--- config.mk ---
export PLATFORM = sky130hd
export DESIGN_NAME = lpm_clkgate_ctrl
export DESIGN_NICKNAME = d
export VERILOG_FILES = /design/src/rtl/lpm_pkg.sv /design/src/rtl/lpm_mode_store.sv /design/src/rtl/lpm_decode.sv /design/src/rtl/lpm_gate_reg.sv /design/src/rtl/lpm_clkgate_ctrl.sv
export SDC_FILE = /design/constraint.sdc
export NUM_CORES = 1
export LEC_CHECK = 0
export BUFFER_PORTS_ARGS = -buffer_cell sky130_fd_sc_hd__buf_2
export CAP_MARGIN = 0
export CORE_AREA = 2 2 39 41
export CTS_CLUSTER_DIAMETER = 100
export DETAILED_ROUTE_END_ITERATION = 10
export DIE_AREA = 0 0 41 43
export PLACE_DENSITY = 0.79
export SKIP_CTS_REPAIR_TIMING = 1
export SLEW_MARGIN = 20
export SYNTH_ARGS = -nofsm -noshare
export SYNTH_HDL_FRONTEND = slang
export SYNTH_HIERARCHICAL = 1
export SYNTH_SLANG_ARGS = --single-unit
--- constraint.sdc ---
create_clock -name clk -period 3 [get_ports clk]
set_input_delay 0 -clock clk [delete_from_list [all_inputs] [get_ports clk]]
set_output_delay 0 -clock clk [all_outputs]
set_load 0.05 [all_outputs]
--- src/rtl/lpm_pkg.sv ---
package lpm_pkg;
   localparam int MODE_W  = 4;
   localparam int B_CPUOFF = 0;
   localparam int B_GEN0   = 1;
   localparam int B_GEN1   = 2;
   localparam int B_OSCOFF = 3;
   localparam int CODE_W  = 3;

   typedef logic [MODE_W-1:0] mode_bits_t;

   typedef enum logic [CODE_W-1:0] {
      MC_ACTIVE = 3'd0,
      MC_LP0    = 3'd1,
      MC_LP1    = 3'd2,
      MC_LP2    = 3'd3,
      MC_LP3    = 3'd4,
      MC_LP4    = 3'd5,
      MC_OTHER  = 3'd7
   } mode_code_t;

   typedef struct packed {
      logic cpu;
      logic mclk;
      logic smclk;
      logic aclk;
      logic dcogen;
      logic xosc;
   } gates_t;

   localparam gates_t GATES_ALL_ON = '{cpu: 1'b1, mclk: 1'b1, smclk: 1'b1,
                                       aclk: 1'b1, dcogen: 1'b1, xosc: 1'b1};
endpackage

--- src/rtl/lpm_mode_store.sv ---
module lpm_mode_store
   import lpm_pkg::*;
#(
   parameter int NEST_DEPTH = 1
) (
   input  logic       clk,
   input  logic       rst_n,
   input  logic       wr_en,
   input  mode_bits_t wr_bits,
   input  logic       irq_take,
   input  logic       irq_ret,
   output mode_bits_t bits_nxt,
   output mode_bits_t bits_q
);
   localparam int SAVE_BITS = NEST_DEPTH * MODE_W;

   initial begin
      assert (NEST_DEPTH >= 1)
         else $error("lpm_mode_store: NEST_DEPTH must be at least 1");
   end

   mode_bits_t top_q;
   logic       do_push;
   logic       do_pop;
   mode_bits_t push_val;

   assign do_push  = irq_take & ~irq_ret;
   assign do_pop   = irq_ret & ~irq_take;
   assign push_val = wr_en ? wr_bits : bits_q;

   always_comb begin
      if (irq_take)     bits_nxt = '0;
      else if (irq_ret) bits_nxt = top_q;
      else if (wr_en)   bits_nxt = wr_bits;
      else              bits_nxt = bits_q;
   end

   always_ff @(posedge clk or negedge rst_n) begin
      if (!rst_n) bits_q <= '0;
      else        bits_q <= bits_nxt;
   end

   generate
      if (NEST_DEPTH == 1) begin : g_single
         mode_bits_t save_q;
         always_ff @(posedge clk or negedge rst_n) begin
            if (!rst_n)       save_q <= '0;
            else if (do_push) save_q <= push_val;
            else if (do_pop)  save_q <= '0;
         end
         assign top_q = save_q;
      end else begin : g_stack
         logic [SAVE_BITS-1:0] stk_q;
         always_ff @(posedge clk or negedge rst_n) begin
            if (!rst_n)       stk_q <= '0;
            else if (do_push) stk_q <= {stk_q[SAVE_BITS-MODE_W-1:0], push_val};
            else if (do_pop)  stk_q <= {{MODE_W{1'b0}}, stk_q[SAVE_BITS-1:MODE_W]};
         end
         assign top_q = stk_q[MODE_W-1:0];
      end
   endgenerate
endmodule

--- src/rtl/lpm_decode.sv ---
module lpm_decode
   import lpm_pkg::*;
(
   input  mode_bits_t bits,
   input  logic       dco_used,
   output gates_t     gates,
   output mode_code_t code
);
   logic cpuoff, gen0, gen1, oscoff;

   assign cpuoff = bits[B_CPUOFF];
   assign gen0   = bits[B_GEN0];
   assign gen1   = bits[B_GEN1];
   assign oscoff = bits[B_OSCOFF];

   always_comb begin
      gates.cpu    = ~cpuoff;
      gates.mclk   = ~cpuoff;
      gates.smclk  = ~gen1;
      gates.aclk   = ~oscoff;
      gates.xosc   = ~oscoff;
      gates.dcogen = ~gen0 | (dco_used & (~cpuoff | ~gen1));
   end

   always_comb begin
      unique case (bits)
         4'b0000: code = MC_ACTIVE;
         4'b0001: code = MC_LP0;
         4'b0011: code = MC_LP1;
         4'b0101: code = MC_LP2;
         4'b0111: code = MC_LP3;
         4'b1111: code = MC_LP4;
         default: code = MC_OTHER;
      endcase
   end
endmodule

--- src/rtl/lpm_gate_reg.sv ---
module lpm_gate_reg
   import lpm_pkg::*;
(
   input  logic       clk,
   input  logic       rst_n,
   input  gates_t     gates_d,
   input  mode_code_t code_d,
   output gates_t     gates_q,
   output mode_code_t code_q
);
   always_ff @(posedge clk or negedge rst_n) begin
      if (!rst_n) begin
         gates_q <= GATES_ALL_ON;
         code_q  <= MC_ACTIVE;
      end else begin
         gates_q <= gates_d;
         code_q  <= code_d;
      end
   end
endmodule

--- src/rtl/lpm_clkgate_ctrl.sv ---
module lpm_clkgate_ctrl
   import lpm_pkg::*;
#(
   parameter int NEST_DEPTH = 1
) (
   input  logic       clk,
   input  logic       rst_n,
   input  logic       mode_wr,
   input  logic [3:0] mode_wdata,
   input  logic       irq_accept,
   input  logic       reti,
   input  logic       dco_active_src,
   output logic       cpu_en,
   output logic       mclk_en,
   output logic       smclk_en,
   output logic       aclk_en,
   output logic       dcogen_en,
   output logic       xosc_en,
   output logic [2:0] mode_code
);
   mode_bits_t bits_nxt;
   mode_bits_t bits_q;
   gates_t     gates_d, gates_q;
   mode_code_t code_d, code_q;

   lpm_mode_store #(.NEST_DEPTH(NEST_DEPTH)) u_store (
      .clk      (clk),
      .rst_n    (rst_n),
      .wr_en    (mode_wr),
      .wr_bits  (mode_wdata),
      .irq_take (irq_accept),
      .irq_ret  (reti),
      .bits_nxt (bits_nxt),
      .bits_q   (bits_q)
   );

   lpm_decode u_dec (
      .bits     (bits_nxt),
      .dco_used (dco_active_src),
      .gates    (gates_d),
      .code     (code_d)
   );

   lpm_gate_reg u_greg (
      .clk     (clk),
      .rst_n   (rst_n),
      .gates_d (gates_d),
      .code_d  (code_d),
      .gates_q (gates_q),
      .code_q  (code_q)
   );

   logic unused_bits;
   assign unused_bits = ^bits_q;

   assign cpu_en    = gates_q.cpu;
   assign mclk_en   = gates_q.mclk;
   assign smclk_en  = gates_q.smclk;
   assign aclk_en   = gates_q.aclk;
   assign dcogen_en = gates_q.dcogen;
   assign xosc_en   = gates_q.xosc;
   assign mode_code = code_q;
endmodule

==> impl_metrics.py, run 1 <==
metrics = {
    "synth": {
        "syn_avg_cell_area_um2": 12.4,
        "yosys.area_share.simple_pct": 9.70,
        "synth_top_family_by_area": "compound AO/OA/AOI/OAI gates",
        "ys_ff_latch": 17,
        "synth_cell_types": 17,
        "synth-compound-area-share_pct": 11.8,
        "synthXorXnorAreaFrac_pct": 0,
        "ys_warn_count": 6,
        "syn_nets": 65,
        "syn_inst": 54,
        "synth_area_um2": 671,
        "yosysSeqAreaShare_pct": 64.6,
        "synth_fa_ha_area_share_pct": 1.87,
        "muxShareOfSynthArea_pct": 5.97,
    },
    "min_path": {
        "holdPathEnd": "u_greg/gates_q[1]",
        "hp-start": "dco_active_src",
        "worstHoldPathType": "in2reg",
        "min_path_cells": 3,
    },
    "clock_tree": {
        "clk_latency_ns": 0.28,
        "cts_sinks": 17,
        "clkTransAtPathRegs_ns": 0.10,
        "h-tree-depth": 1,
        "cts_tree": "done",
        "cts_buffer_depth": 2,
        "cts_buffers": 3,
        "cts_root_buf": "clkbuf_4",
    },
    "grt": {
        "grt_max_degree": 18,
        "grt-ovfl-total": 0,
        "grt_usage_pct": 15.7,
        "antenna_found_initial": 0,
        "grt_pass1_wl_um": 1880,
        "grt_pass1_vias": 452,
    },
    "critical_path": {
        "worst_setup_path_end_kind": "flop",
        "crit_chain": "mux2i_1, a211oi_1, nor3_1, a31oi_1",
        "regToRegStartpoint": "u_store/bits_q[2]",
        "slowest_delay_ns": 0.71,
        "cp.depth": 4,
        "path_class": "reg2reg",
        "worstReg2RegEnd": "u_greg/code_q[1]",
        "crit_path_top_delay_cell": "a211oi_1",
        "rrSetupSlack_ns": 1.44,
        "setup.worst_path.start_class": "flop",
        "crit_fanout": 7,
        "crit_required_ns": 3.20,
        "critPathBufInv": 0,
        "r2r_cells": 4,
        "arrival_ns": 1.76,
        "cp_top_family": "compound AO/OA/AOI/OAI gates",
    },
    "finish": {
        "drive_gt1_share_pct": 38.7,
        "multi_input_area_um2": 196,
        "area_delta_synth_final_pct": 19.6,
        "fill_cells": 109,
        "mostFrequentLayoutCell": "buf_2",
        "seqCellArea_um2": 433,
        "diodes": 0,
        "layoutNonFillerInstCount": 91,
        "final_cell_mix": "buf_2, dfrtp_1, nand2_1, dfstp_2",
        "nets": 87,
        "fin_area_um2": 802,
    },
    "floorplan": {
        "die-area_um2": 1760,
        "dieWidth_um": 41,
        "start_util_pct": 48.5,
        "core.rowCount": 14,
        "die-height_um": 43,
        "coreArea_um2": 1380,
        "ioPinCount": 19,
    },
    "power": {
        "powerDensity_nw_per_um2": 585,
        "irDropWorstVdd_v": 0.000422,
        "fin_total_pwr_mw": 0.469,
        "p_leak_nw": 0.377,
    },
    "place": {
        "gp_congestion": 0.822,
        "port_buffers": 18,
        "placed_area_um2": 754,
        "dp.cells": 85,
        "dp_hpwl_um": 855,
    },
    "drt": {
        "post_drt_wl_per_cell_um": 12.2,
        "dr.pass1.iters": 2,
        "drtIter0Drc": 3,
        "wl_met1_um": 497,
        "wl_met3_um": 58,
        "drc": 0,
        "vias": 450,
        "via_per_inst": 4.95,
        "routed-wl-met2_um": 535,
        "totalWireLength_um": 1110,
        "top_layer_used": "met4",
        "ant_nets": 0,
    },
    "sta": {
        "worst_pin_slew_ns": 0.797,
        "hold_ws_ns": 0.0213,
        "skew_ns": 0.00380,
        "slew_viol_final": 0,
        "max_slew_margin_pct": 46.5,
        "grt_setup_unrepaired": "false",
        "finalHoldViolCount": 0,
        "layout_worst_path_cycle_share_pct": 52.0,
        "setup_violations": 0,
        "min_period_ns": 1.56,
        "max_freq_mhz": 642,
        "fin_setup_tns_ns": 0,
    },
    "job": {
        "max-cap-violations": 0,
    },
    "status": {
        "status": "completed",
    },
}
routing by layer:
layer	vias up	global-route usage, %
li1	225	-
met5	-	0
met4	0	8.00
met3	4	1.57
met1	207	19.0
met2	14	25.9
registers in the layout, indices dropped and copies added, names as in the netlist:
signal                   flops
u_store/bits_q               4
u_greg/gates_q               6
u_greg/code_q                3
u_store/g_single.save_q      4
stage by stage:
step           util [%]  setup WS (ns)
6_report           58.0           1.44
5_1_grt            58.0           1.24
4_1_cts            56.5           1.42
3_5_place_dp       54.5           1.43
3_3_place_gp       54.5           1.51
2_1_floorplan         -           1.74
cell usage after synthesis:
| cell type | n | area, um^2 |
|---|---|---|
| mux2i_1 | 4 | 40.0 |
| a31oi_1 | 3 | 18.8 |
| inv_1 | 4 | 15.0 |
| nand2_1 | 6 | 22.5 |
| a211oi_1 | 4 | 30.0 |
| nor3_1 | 1 | 5.00 |
| a21bo_2 | 1 | 10.0 |
| nor4_1 | 1 | 6.26 |
| o21ai_1 | 3 | 15.0 |
| o21ai_0 | 1 | 5.00 |
| buf_4 | 2 | 15.0 |
| dfstp_2 | 6 | 158 |
| dfrtp_1 | 11 | 275 |
| ha_1 | 1 | 12.5 |
| nor2b_1 | 4 | 25.0 |
| buf_6 | 1 | 11.3 |
| nand2b_1 | 1 | 6.26 |
power breakdown:
group / internal, mW / switching (mW)
clock network: 0.0495 / 0.0684
logic: 0.0264 / 0.0701
registers: 0.250 / 0.00496
total: 0.326 / 0.143
worst min-delay path, cell delays in order:
cell	delay (ns)
buf_2	0.09
a21bo_2	0.17
nand2_1	0.05
final cells by class:
| cell class | count | share of cell area [%] |
|---|---|---|
| inverters | 4 | 1.87 |
| clock inverters | 1 | 0.624 |
| repair buffers | 20 | 13.7 |
| clock buffers | 3 | 2.81 |
| multi-input cells | 30 | 24.5 |
| well taps | 16 | 2.50 |
| flip-flops and latches | 17 | 54.0 |
worst max path at each step:
stage | start | to | slack, ns
2_1_floorplan | u_store/bits_q[1] | u_greg/code_q[1] | 1.74
3_3_place_gp | u_store/bits_q[2] | u_greg/gates_q[1] | 1.51
3_5_place_dp | u_store/bits_q[2] | u_greg/code_q[1] | 1.43
4_1_cts | u_store/bits_q[2] | u_greg/code_q[1] | 1.42
5_1_grt | u_store/bits_q[1] | u_greg/code_q[1] | 1.24
6_report | u_store/bits_q[2] | u_greg/code_q[1] | 1.44
logic make-up (layout without fill, tap and decap cells):
| family | Yosys count | count (layout) |
|---|---|---|
| flops | 17 | 17 |
| simple gates | 13 | 13 |
| compound gates | 12 | 12 |
| buf+inv | 7 | 28 |
| mux | 4 | 4 |
| fa+ha+maj | 1 | 1 |
Note: power is estimated with default switching activity, not from simulation.
==> run 2: changes to the inputs <==
--- a/config.mk
+++ b/config.mk
@@ -5,13 +5,14 @@
 export SDC_FILE = /design/constraint.sdc
 export NUM_CORES = 1
 export LEC_CHECK = 0
+export ABC_AREA = 1
 export BUFFER_PORTS_ARGS = -buffer_cell sky130_fd_sc_hd__buf_2
 export CAP_MARGIN = 0
-export CORE_AREA = 2 2 39 41
+export CORE_MARGIN = 2
+export CORE_UTILIZATION = 49
 export CTS_CLUSTER_DIAMETER = 100
 export DETAILED_ROUTE_END_ITERATION = 10
-export DIE_AREA = 0 0 41 43
-export PLACE_DENSITY = 0.79
+export PLACE_DENSITY = 0.76
 export SKIP_CTS_REPAIR_TIMING = 1
 export SLEW_MARGIN = 20
 export SYNTH_ARGS = -nofsm -noshare
==> constraint.sdc (replaced) <==
create_clock -name clk -period 1.6 [get_ports clk]
set_input_delay 0 -clock clk [delete_from_list [all_inputs] [get_ports clk]]
set_output_delay 0 -clock clk [all_outputs]
set_load 0.05 [all_outputs]
==> run 2 against run 1 <==
- synthesized area is 7.8% higher
- largest cell class unchanged
- flip-flop and latch count stayed put
- sequential power is 87% higher
- highest routed layer unchanged
- largest power group unchanged
- final cell count up 34%
==> impl_metrics.py, run 2 <==
metrics = {
    "status": {
        "status": "completed",
    },
    "drt": {
        "totalWireLength_um": 1400,
        "ant_nets": 0,
        "vias": 571,
        "drtIter0Drc": 23,
        "via_per_inst": 4.68,
        "dr.pass1.iters": 4,
        "post_drt_wl_per_cell_um": 11.5,
        "drc": 0,
    },
    "sta": {
        "layout_worst_path_cycle_share_pct": 67.8,
        "max_slew_margin_pct": 75.6,
        "fin_setup_tns_ns": 0,
        "finalHoldViolCount": 0,
        "hold_ws_ns": 0.0235,
        "min_period_ns": 1.08,
        "setup_slack_ns": 0.515,
        "grt_setup_unrepaired": "false",
        "skew_ns": 0.00250,
        "setup_violations": 0,
        "worst_pin_slew_ns": 0.367,
        "max_freq_mhz": 922,
        "slew_viol_final": 0,
    },
    "place": {
        "port_buffers": 18,
        "dp.cells": 116,
        "place_ws_ns": 0.527,
        "dp_hpwl_um": 1010,
        "gp_congestion": 0.802,
    },
    "power": {
        "powerDensity_nw_per_um2": 1040,
        "irDropWorstVdd_v": 0.000533,
        "p_leak_nw": 0.488,
    },
    "clock_tree": {
        "clk_latency_ns": 0.29,
        "h-tree-depth": 1,
        "cts_sinks": 17,
        "clkTransAtPathRegs_ns": 0.10,
        "cts_root_buf": "clkbuf_4",
        "cts_buffers": 3,
        "cts_buffer_depth": 2,
        "cts_tree": "done",
    },
    "synth": {
        "muxShareOfSynthArea_pct": 0,
        "synth_ff_type": "dfrtp_1",
        "synth_commonest_cells": "nand2_1, inv_1, dfrtp_1, dfstp_2",
        "syn_nets": 96,
        "synth_most_common_cell": "nand2_1",
        "async_flop_share_pct": 100,
        "ys_ff_latch": 17,
        "syn_inst": 85,
        "synth_top_family_by_area": "simple AND/OR/NAND/NOR gates",
        "synth_fa_ha_area_share_pct": 1.73,
        "syn_avg_cell_area_um2": 8.51,
        "synthXorXnorAreaFrac_pct": 0,
        "synth_cell_types": 12,
        "yosys.area_share.simple_pct": 22.7,
        "synth_top_area_share_pct": 38.1,
        "synth-edff-count": 0,
        "ys_warn_count": 6,
        "synth_area_um2": 723,
        "synth-compound-area-share_pct": 5.36,
        "synthTopCellsByArea": "dfrtp_1, dfstp_2, nand2_1",
        "yosys.area.top_type": "dfrtp_1",
        "yosysSeqAreaShare_pct": 59.9,
    },
    "critical_path": {
        "path_class": "reg2reg",
        "setup.worst_path.start_class": "flop",
        "crit_path_top_delay_cell": "dfrtp_1",
        "slowest_delay_ns": 0.36,
        "worst_setup_path_end_kind": "flop",
        "crit_fanout": 5,
        "crit_chain": "inv_1, a21oi_1, nand2_1, inv_1, inv_2, o21ai_1, nand2_1",
        "critPathBufInv": 3,
        "cp_top_family": "flip-flops",
        "arrival_ns": 1.27,
        "crit_required_ns": 1.79,
    },
    "finish": {
        "layoutNonFillerInstCount": 122,
        "mostFrequentLayoutCell": "nand2_1",
        "diodes": 0,
        "drive_gt1_share_pct": 30.8,
        "final_core_utilization_pct": 64.8,
        "reg_top3": "u_greg/gates_q (6), u_store/bits_q (4), u_store/g_single.save_q (4)",
        "largest_reg_flops": 6,
        "nets": 119,
        "largest_register": "u_greg/gates_q",
        "area_delta_synth_final_pct": 19.6,
        "fill_cells": 113,
        "final_cell_mix": "nand2_1, buf_2, inv_1",
    },
    "grt": {
        "grt_usage_pct": 18.3,
        "antenna_found_initial": 0,
        "grt_pass1_wl_um": 2370,
        "grt-ovfl-total": 0,
        "grt_max_degree": 18,
        "grt_pass1_vias": 553,
    },
    "floorplan": {
        "die-height_um": 42.4,
        "start_util_pct": 54.2,
        "coreArea_um2": 1330,
        "core.rowCount": 13,
        "ioPinCount": 19,
        "die-area_um2": 1800,
        "dieWidth_um": 42.4,
    },
    "min_path": {
        "worstHoldPathType": "in2reg",
    },
    "job": {
        "max-cap-violations": 0,
    },
}
[run 2: final timing paths]
| check | depth (start not counted) | slack [ns] | to | start |
|---|---|---|---|---|
| worst max register to register | 7 | 0.52 | u_greg/code_q[0] | u_store/g_single.save_q[0] |
| max in group asynchronous | 2 | 1.16 | u_greg/gates_q[3] | rst_n |
| worst min-delay path | 5 | 0.02 | u_store/g_single.save_q[0] | mode_wdata[0] |
| worst max-delay path | 7 | 0.52 | u_greg/code_q[0] | u_store/g_single.save_q[0] |
| min in group asynchronous | 2 | 0.14 | u_store/bits_q[2] | rst_n |
| worst min register to register | 2 | 0.49 | u_store/g_single.save_q[0] | u_store/g_single.save_q[0] |
[run 2: logic make-up (layout without fill, tap and decap cells)]
group / after synthesis / after routing
simple gates: 42 / 42
buf+inv: 18 / 40
flops: 17 / 17
compound gates: 7 / 7
fa+ha+maj: 1 / 1
[run 2: power by group]
part	switching, mW	internal, mW	total, mW
clock network	0.141	0.0930	0.234
logic	0.142	0.0487	0.190
registers	0.00945	0.467	0.477
total	0.292	0.609	0.901
[run 2: cell type report]
type	count	area, um^2	share of cell area [%]
Sequential cell	17	433	50.1
Multi-Input combinational cell	50	215	24.9
Timing Repair Buffer	20	110	12.7
Inverter	16	60.1	6.95
Clock buffer	3	22.5	2.60
Tap cell	15	18.8	2.17
Clock inverter	1	5.00	0.579
[run 2: tightest hold or removal path, cell delays in order]
cell	delay [ns]
buf_2	0.08
nand2_1	0.06
nand2_1	0.06
nand2_1	0.04
nand2_1	0.05
[run 2: per-stage QoR]
stage	total power [mW]	area [um^2]
2_1_floorplan	0.621	723
3_3_place_gp	0.667	817
3_5_place_dp	0.673	817
4_1_cts	0.907	845
5_1_grt	0.957	865
6_report	0.901	865
[run 2: metal layers]
layer | global-route usage [%] | vias up | wire length (um) | share of wire (%)
met5 | 0 | - | 0 | 0
met1 | 22.0 | 255 | 626 | 45
met3 | 5.17 | 2 | 78 | 5.6
met2 | 28.3 | 18 | 683 | 49
li1 | - | 296 | - | -
met4 | 11.9 | 0 | 15 | 1.1
